$ cat src/rtl/initctl_pkg.sv
package initctl_pkg;
  // Default evaluation time of the reservation table (columns).
  parameter int unsigned DEF_EVAL_LEN = 8;

  // Width of a saturating counter that must reach the given limit.
  function automatic int unsigned cnt_width(input int unsigned limit);
    return $clog2(limit + 1);
  endfunction
endpackage

$ cat src/rtl/initctl_rst_sync.sv
module initctl_rst_sync (
  input  logic clk,
  input  logic rst_n,
  output logic rst_n_sync
);
  logic [1:0] sync_q;

  always_ff @(posedge clk or negedge rst_n) begin
    if (!rst_n) sync_q <= 2'b00;
    else        sync_q <= {sync_q[0], 1'b1};
  end

  assign rst_n_sync = sync_q[1];
endmodule

$ cat src/rtl/initctl_cv_store.sv
module initctl_cv_store #(
  parameter int unsigned VW = 7
) (
  input  logic          clk,
  input  logic          rst_n,
  input  logic          load,
  input  logic          idle,
  input  logic [VW-1:0] cv_in,
  output logic [VW-1:0] cv_q,
  output logic [VW-1:0] cv_eff
);
  logic          take;
  logic [VW-1:0] cv_d;

  always_comb begin
    take   = load & idle;
    cv_eff = take ? cv_in : cv_q;
    cv_d   = cv_q;
    if (take) cv_d = cv_in;
  end

  always_ff @(posedge clk or negedge rst_n) begin
    if (!rst_n)    cv_q <= '0;
    else if (take) cv_q <= cv_d;
  end

  assert_load_ignored_R8: assert property (@(posedge clk) disable iff (!rst_n)
    (load && !idle) |=> $stable(cv_q));
  assert_load_taken_R8: assert property (@(posedge clk) disable iff (!rst_n)
    (load && idle) |=> (cv_q == $past(cv_in)));
endmodule

$ cat src/rtl/initctl_state_reg.sv
module initctl_state_reg #(
  parameter int unsigned VW = 7
) (
  input  logic          clk,
  input  logic          rst_n,
  input  logic          start,
  input  logic [VW-1:0] cv_eff,
  output logic [VW-1:0] st_q
);
  logic [VW-1:0] st_d;

  always_comb begin
    st_d = st_q >> 1;
    if (start) st_d = (st_q >> 1) | cv_eff;
  end

  always_ff @(posedge clk or negedge rst_n) begin
    if (!rst_n) st_q <= '0;
    else        st_q <= st_d;
  end

  assert_shift_idle_R5: assert property (@(posedge clk) disable iff (!rst_n)
    !start |=> (st_q == ($past(st_q) >> 1)));
  assert_merge_cv_R5: assert property (@(posedge clk) disable iff (!rst_n)
    start |=> ((st_q & $past(cv_eff)) == $past(cv_eff)));
endmodule

$ cat src/rtl/initctl_lat_cnt.sv
module initctl_lat_cnt #(
  parameter int unsigned LIMIT = 8,
  parameter int unsigned LW    = 4
) (
  input  logic          clk,
  input  logic          rst_n,
  input  logic          start,
  output logic [LW-1:0] cnt_q
);
  localparam logic [LW-1:0] MAXV = LW'(LIMIT);

  logic          en;
  logic [LW-1:0] cnt_d;
  logic          seen_q;

  always_comb begin
    en    = start | (seen_q & (cnt_q != MAXV));
    cnt_d = start ? LW'(1) : cnt_q + LW'(1);
  end

  always_ff @(posedge clk or negedge rst_n) begin
    if (!rst_n) begin
      cnt_q  <= '0;
      seen_q <= 1'b0;
    end else begin
      if (en)    cnt_q  <= cnt_d;
      if (start) seen_q <= 1'b1;
    end
  end

  assert_restart_R6: assert property (@(posedge clk) disable iff (!rst_n)
    start |=> (cnt_q == LW'(1)));
  assert_saturate_R6: assert property (@(posedge clk) disable iff (!rst_n)
    (!start && cnt_q == MAXV) |=> (cnt_q == MAXV));
  assert_no_start_yet_R6: assert property (@(posedge clk) disable iff (!rst_n)
    (!start && cnt_q == '0) |=> (cnt_q == '0));
endmodule

$ cat src/rtl/pipe_init_ctrl.sv
module pipe_init_ctrl #(
  parameter int unsigned EVAL_LEN = initctl_pkg::DEF_EVAL_LEN,
  localparam int unsigned VW = EVAL_LEN - 1,
  localparam int unsigned LW = initctl_pkg::cnt_width(EVAL_LEN)
) (
  input  logic          clk,
  input  logic          rst_n,
  input  logic          cv_load,
  input  logic [VW-1:0] cv_in,
  input  logic          start_req,
  output logic          start_gnt,
  output logic [VW-1:0] state_vec,
  output logic [LW-1:0] since_last
);
  logic          rst_i;
  logic [VW-1:0] st_q;
  logic [VW-1:0] cv_q;
  logic [VW-1:0] cv_eff;
  logic          idle;
  logic          gnt;

  initctl_rst_sync u_rst (
    .clk        (clk),
    .rst_n      (rst_n),
    .rst_n_sync (rst_i)
  );

  assign idle = ~|st_q;
  assign gnt  = start_req & ~st_q[0] & rst_i;

  initctl_cv_store #(.VW(VW)) u_cv (
    .clk    (clk),
    .rst_n  (rst_i),
    .load   (cv_load),
    .idle   (idle),
    .cv_in  (cv_in),
    .cv_q   (cv_q),
    .cv_eff (cv_eff)
  );

  initctl_state_reg #(.VW(VW)) u_state (
    .clk    (clk),
    .rst_n  (rst_i),
    .start  (gnt),
    .cv_eff (cv_eff),
    .st_q   (st_q)
  );

  initctl_lat_cnt #(.LIMIT(EVAL_LEN), .LW(LW)) u_lat (
    .clk   (clk),
    .rst_n (rst_i),
    .start (gnt),
    .cnt_q (since_last)
  );

  assign start_gnt = gnt;
  assign state_vec = st_q;

  assert_idle_grant_R7: assert property (@(posedge clk) disable iff (!rst_i)
    (start_req && idle) |-> start_gnt);
  assert_long_gap_R7: assert property (@(posedge clk) disable iff (!rst_i)
    (since_last == LW'(EVAL_LEN)) |-> idle);
  assert_blocked_R3: assert property (@(posedge clk) disable iff (!rst_i)
    state_vec[0] |-> !start_gnt);
  assert_reset_quiet_R1: assert property (@(posedge clk)
    !rst_i |-> (!start_gnt && idle && since_last == '0));
  assert_vec_used_R2: assert property (@(posedge clk) disable iff (!rst_i)
    (start_gnt && !cv_load) |=> ((state_vec & cv_q) == cv_q));
endmodule

$ cat config.mk
export PLATFORM = sky130hd
export DESIGN_NAME = pipe_init_ctrl
export DESIGN_NICKNAME = d
export VERILOG_FILES = /design/src/rtl/initctl_pkg.sv /design/src/rtl/initctl_rst_sync.sv /design/src/rtl/initctl_cv_store.sv /design/src/rtl/initctl_state_reg.sv /design/src/rtl/initctl_lat_cnt.sv /design/src/rtl/pipe_init_ctrl.sv
export SDC_FILE = /design/constraint.sdc
export NUM_CORES = 1
export LEC_CHECK = 0
export BUFFER_PORTS_ARGS = -buffer_cell sky130_fd_sc_hd__buf_2
export CORE_UTILIZATION = 48
export CTS_BUF_LIST = sky130_fd_sc_hd__clkbuf_2 sky130_fd_sc_hd__clkbuf_4 sky130_fd_sc_hd__clkbuf_8
export CTS_CLUSTER_SIZE = 24
export DETAILED_ROUTE_END_ITERATION = 16
export GPL_TIMING_DRIVEN = 0
export MAX_ROUTING_LAYER = met4
export PLACE_DENSITY_LB_ADDON = 0.05
export SYNTH_ARGS = -nofsm -noshare
export SYNTH_HDL_FRONTEND = slang
export SYNTH_SLANG_ARGS = --single-unit
$ cat constraint.sdc
create_clock -name clk -period 1.58 [get_ports clk]
set_input_delay 0.316 -clock clk [delete_from_list [all_inputs] [get_ports clk]]
set_output_delay 0.316 -clock clk [all_outputs]
set_load 0.01 [all_outputs]
==> results_dict.tcl, run 1 <==
set metrics [dict create \
    status "finished with violations" \
    violations "setup timing" \
    synthTopCellsByArea "dfrtp_1, mux2_1, a311o_1, and4_1, ha_1" \
    dp_hpwl_mm 1.21 \
    cts_buffer_depth 2 \
    ys_ff_latch 21 \
    ys_types 24 \
    netlist_instances 72 \
    final-setup-viol-count 1 \
    dp.cells 119 \
    r2r_setup_slack_ns 0.07 \
    highest_layer "met4" \
    cts_made_buffers 3 \
    p_leak_nw 0.607 \
    viasPerCell 5.34 \
    worst-setup-path-type "register to output pin" \
    crit_path_cell_trace "nand3b_1 > inv_2 > buf_8 > buf_6" \
    synth_top_area_share_pct 56.0 \
    die-area_sq_um 2140 \
    wl_met1_microns 916 \
    rsz0062_at_grt "yes" \
    critPathLaunchType "register" \
    yosysWarningCount 0 \
    cp_max_fo 7 \
    syn_avg_cell_area_sq_um 13.0 \
    initial_core_util_pct 52.6 \
    clock_tree.root_cell "clkbuf_4" \
    wl_met2_microns 826 \
    firstDrtPassIters 4 \
    wl_met3_microns 39 \
    h-tree-depth 1 \
    maxCapViolations 0 \
    slowest_delay_ns 0.41 \
    grt_use_total_pct 20.7 \
    clkTransAtPathRegs_ns 0.11 \
    crit_path_end_kind "output pin" \
    hp-class "register to asynchronous set/reset pin" \
    synthArstFlopShare_pct 100 \
    synth_edf_count 0 \
    ir_worst_vdd_mv 0.882 \
    cts_tree "yes" \
    synth_nets 85 \
    grt_max_degree 12 \
    gp_congestion 0.810 \
    crit_family "flip-flops" \
    final-max-slew-violation-count 0 \
    grt_first_pass_wirelength_mm 2.95 \
    skew_ns 0.00453 \
    yosysMostFrequentCell "dfrtp_1" \
    overflow 0 \
    yosys_most_used_dff "dfrtp_1" \
    area_delta_synth_final_pct 29.6 \
    power.density_nw_per_um2 1680 \
    layout.cells.non_filler 134 \
    port_buffers 22 \
    worstPathArrival_ns 1.27 \
    final_antenna_net_count 0 \
    diodes 0 \
    synth_common_cells "dfrtp_1, a311o_1, and4_1, mux2_1, inv_1" \
    worstSkewPairLatency_ns 0.30 \
    fmax_mhz 629 \
    cts_sinks 21 \
    ys_seq_area_share_pct 56.0 \
    post-route-period-util_pct 101 \
    cp_num_buf_inv 3 \
    routed_wl_mm 1.80 \
    core_area_sq_um 1780 \
    vias 715 \
    wl_per_cell_microns 13.4 \
    setup_ws_ns -0.00960 \
    syn_area_sq_um 938 \
    finalCriticalPeriod_ns 1.59 \
    nets 123 \
    setup_tns_ns -0.00960 \
    placed_area_sq_um 1080 \
    pin_count 23 \
    cp.required_ns 1.26 \
    hold_viol 0 \
    first_iter_violations 4 \
    netlist.top_cell.by_area "dfrtp_1" \
    die_h_microns 46.2 \
    rows 15 \
    first_global_vias 656 \
    layout-drive-gt1-share_pct 40.4 \
    timing.hold.ws_ns 0.239 \
    die_x_microns 46.2 \
    final_cell_area_sq_um 1220 \
    post-route-drc-count 0 \
    antenna_found_initial 0 \
    critPathSlowestCell "dfrtp_1" \
]
-- final cells by class --
type                            count  area [sq um]
Buffer                              2          26.3
Clock buffer                        4          30.0
Fill cell                         143           567
Inverter                            5          18.8
Multi-Input combinational cell     44           379
Sequential cell                    21           529
Tap cell                           25          31.3
Timing Repair Buffer               33           201
-- through the flow --
step / utilization [%] / power, W / worst slack (ns)
floorplan: - / 0.00142 / 0.0158
global placement: 60.6 / 0.00166 / -0.488
detailed placement: 60.6 / 0.00167 / -0.474
CTS: 65.9 / 0.00200 / -0.103
global route: 68.2 / 0.00221 / -0.0720
finish: 68.2 / 0.00204 / -0.00960
-- cells by family after synthesis --
group | Yosys count | share of synthesized area [%]
buffers and inverters | 7 | 3.60
XOR/XNOR | 1 | 0.934
other | 1 | 0.400
AND/OR/NAND/NOR | 20 | 18.0
AO/OA/AOI/OAI | 14 | 11.2
adder cells (fa/ha/maj) | 2 | 2.67
flip-flops | 21 | 56.0
multiplexers | 6 | 7.20
-- layout by cell type (no fill, tap or decap), types with 2 or more instances in the layout --
master and n:
nand2_1 2, mux2_1 6, nand3_1 2, and4_1 6, a311o_1 6, clkbuf_4 4
inv_1 4, dfrtp_1 20, ha_1 2, buf_6 2, a21oi_1 4, o21ai_0 3
nand3b_1 2, buf_4 10, buf_2 21
-- report_power, final --
part	internal [W]	leakage, nW	switching, W
combinational	0.000454	0.334	0.000388
clock	0.000115	0.0184	0.000153
sequential	0.000749	0.255	0.000180
total	0.00132	0.607	0.000721
-- metal layers --
| layer | global-route usage [%] | vias up |
|---|---|---|
| li1 | - | 349 |
| met1 | 28.9 | 349 |
| met2 | 30.4 | 15 |
| met3 | 2.35 | 2 |
| met4 | 8.82 | 0 |
| met5 | - | - |
-- state kept, by name, indices dropped and copies added (netlist names) --
register,cells
u_cv.cv_q,7
u_lat.cnt_q,4
u_lat.seen_q,1
u_rst.sync_q,2
u_state.st_q,7
-- worst paths after layout --
| check | start | end | cells past startpoint |
|---|---|---|---|
| worst min-delay path | u_rst.sync_q[1] | u_cv.cv_q[0] | 1 |
| max in group asynchronous | u_rst.sync_q[1] | u_cv.cv_q[3] | 2 |
| worst min register to register | u_rst.sync_q[1] | u_cv.cv_q[0] | 1 |
| worst max-delay path | u_state.st_q[0] | start_gnt | 4 |
| worst max register to register | u_state.st_q[3] | u_state.st_q[3] | 4 |
| min in group clk | cv_in[1] | u_cv.cv_q[1] | 2 |
-- repair_timing --
action                                  4_1_cts  5_1_grt
buffers inserted                              5        5
hold buffers                                  1        0
gates cloned                                  0        0
endpoints found under the setup margin       16        2
gates resized for setup                       6        1
endpoints found under the hold margin         2        0
pin swaps                                     2        1
-- worst reg2reg max path: cells and delay by family (launching register included) --
kind / cells / cell delay, ns
buffers and inverters: 1 / 0.16
DFF: 1 / 0.45
AOI/OAI and AO/OA: 1 / 0.35
and+or+nand+nor: 2 / 0.44
Note: power is estimated with default switching activity, not from simulation.
==> run 2, diff against run 1 <==
--- a/config.mk
+++ b/config.mk
@@ -13,6 +13,7 @@
 export GPL_TIMING_DRIVEN = 0
 export MAX_ROUTING_LAYER = met4
 export PLACE_DENSITY_LB_ADDON = 0.05
+export SETUP_SLACK_MARGIN = 0.1
 export SYNTH_ARGS = -nofsm -noshare
 export SYNTH_HDL_FRONTEND = slang
 export SYNTH_SLANG_ARGS = --single-unit
==> run 2 against run 1 <==
  * The run now ends clean
  * Non-clock buffer count grew 1
  * Clock power up 5%
  * Total power rose by 6.8%
  * Sequential cell count unchanged
  * Design area up 2.8%
  * Combinational power grew 14%
  * Clock skew about the same
  * Via count is 2.2% higher
  * Critical path type unchanged
  * Largest cell class unchanged
  * Largest power group is now combinational cells
  * Highest routed layer unchanged
==> results_dict.tcl, run 2 (synthesis gave the netlist of run 1 again) <==
set metrics [dict create \
    worstPathArrival_ns 1.26 \
    gp_congestion 0.765 \
    viasPerCell 5.41 \
    h-tree-depth 1 \
    final-setup-viol-count 0 \
    fmax_mhz 635 \
    rsz0062_at_grt "yes" \
    r2r_setup_slack_ns 0.11 \
    p_leak_nw 0.644 \
    reg2regPathDepth 4 \
    finalCriticalPeriod_ns 1.58 \
    cp_max_fo 8 \
    die_h_microns 46.2 \
    nets 124 \
    wl_per_cell_microns 14.5 \
    diodes 0 \
    critPathLaunchType "register" \
    finalPower_w 0.00218 \
    overflow 0 \
    pin_count 23 \
    antenna_found_initial 0 \
    firstDrtPassIters 3 \
    area_delta_synth_final_pct 33.2 \
    grt_use_total_pct 22.9 \
    hp-start "cv_in[0]" \
    first_global_vias 714 \
    cts_made_buffers 3 \
    die_x_microns 46.2 \
    fill_cells 152 \
    timing.hold.ws_ns 0.245 \
    layout_commonest_cell "buf_2" \
    dp_hpwl_mm 1.25 \
    core_area_sq_um 1780 \
    routed_wl_mm 1.95 \
    cts_buffer_depth 2 \
    rr_startpoint "u_state.st_q[4]" \
    hold_path_end "u_cv.cv_q[0]" \
    maxCapViolations 0 \
    final-max-slew-violation-count 0 \
    initial_core_util_pct 52.6 \
    worst-setup-path-type "register to output pin" \
    rows 15 \
    status "finished, final reports clean" \
    power.density_nw_per_um2 1740 \
    clock_tree.root_cell "clkbuf_4" \
    crit_path_end_kind "output pin" \
    cts_tree "yes" \
    post-route-period-util_pct 99.7 \
    cts_sinks 21 \
    port_buffers 22 \
    ir_worst_vdd_mv 0.901 \
    layout_common_cells "buf_2, dfrtp_1, buf_4" \
    cp.required_ns 1.26 \
    worstSkewPairLatency_ns 0.31 \
    final_antenna_net_count 0 \
    reg_top3 "u_cv.cv_q: 7 flops, u_state.st_q: 7 flops, u_lat.cnt_q: 4 flops" \
    grt_max_degree 12 \
    vias 731 \
    clkTransAtPathRegs_ns 0.12 \
    min_path_cells 2 \
    hp-class "input port to register" \
    first_iter_violations 9 \
    post-route-util_pct 70.1 \
    skew_ns 0.00499 \
    die-area_sq_um 2140 \
    grt_first_pass_wirelength_mm 3.23 \
    hold_viol 0 \
    post-route-drc-count 0 \
    rr_endpoint "u_cv.cv_q[3]" \
    layout-drive-gt1-share_pct 46.4 \
]
run 2: final cells by class:
cell class	count	area [sq um]	share of cell area, %
plain buffers	2	30.0	2.40
multi-input cells	44	402	32.1
flip-flops and latches	21	529	42.3
repair buffers	34	209	16.7
inverters	5	18.8	1.50
clock buffers	4	30.0	2.40
well taps	25	31.3	2.50
run 2: metal layers:
metal	wire (microns)	global-route usage, %	part of all wire (%)
met4	31	12.4	1.6
met5	0	-	0
met3	46	2.35	2.4
met2	900	33.0	46
met1	972	31.7	50
run 2: worst max path at each step:
stage / slack [ns] / to / start / cells after the start
after floorplan: 0.05 / u_cv.cv_q[0] / u_state.st_q[6] / 4
after global placement: -0.30 / start_gnt / u_rst.sync_q[1] / 4
after detailed placement: -0.27 / start_gnt / u_rst.sync_q[1] / 4
after CTS: -0.04 / start_gnt / u_state.st_q[0] / 4
after global routing: -0.06 / start_gnt / u_rst.sync_q[1] / 4
final: 0.005 / start_gnt / u_rst.sync_q[1] / 4
run 2: report_power, final:
part	internal [W]	switching [W]
logic	0.000552	0.000411
clock network	0.000116	0.000165
registers	0.000749	0.000184
run 2: metrics by stage:
step / setup TNS [ns] / setup WS [ns] / std cells / instance area [sq um]
4_1_cts: -0.0400 / -0.0400 / 130 / 1200
6_report: 0 / 0.00487 / 135 / 1250
3_3_place_gp: -1.30 / -0.305 / 119 / 1100
5_1_grt: -0.0633 / -0.0633 / 135 / 1250
3_5_place_dp: -1.09 / -0.268 / 119 / 1100
2_1_floorplan: 0 / 0.0510 / 72 / 963
run 2: repair_timing:
item | 4_1_cts | 5_1_grt
endpoints found under the setup margin | 16 | 12
hold buffers | 1 | 0
pin swaps | 2 | 3
resized for setup | 5 | 2
cloned | 0 | 0
buffers inserted | 6 | 5
endpoints found under the hold margin | 2 | 0
run 2: critical path: stages, from the launching register on:
cell and delay [ns]:
dfrtp_4 0.51, nand3b_1 0.13, inv_2 0.06, buf_8 0.13, buf_6 0.11
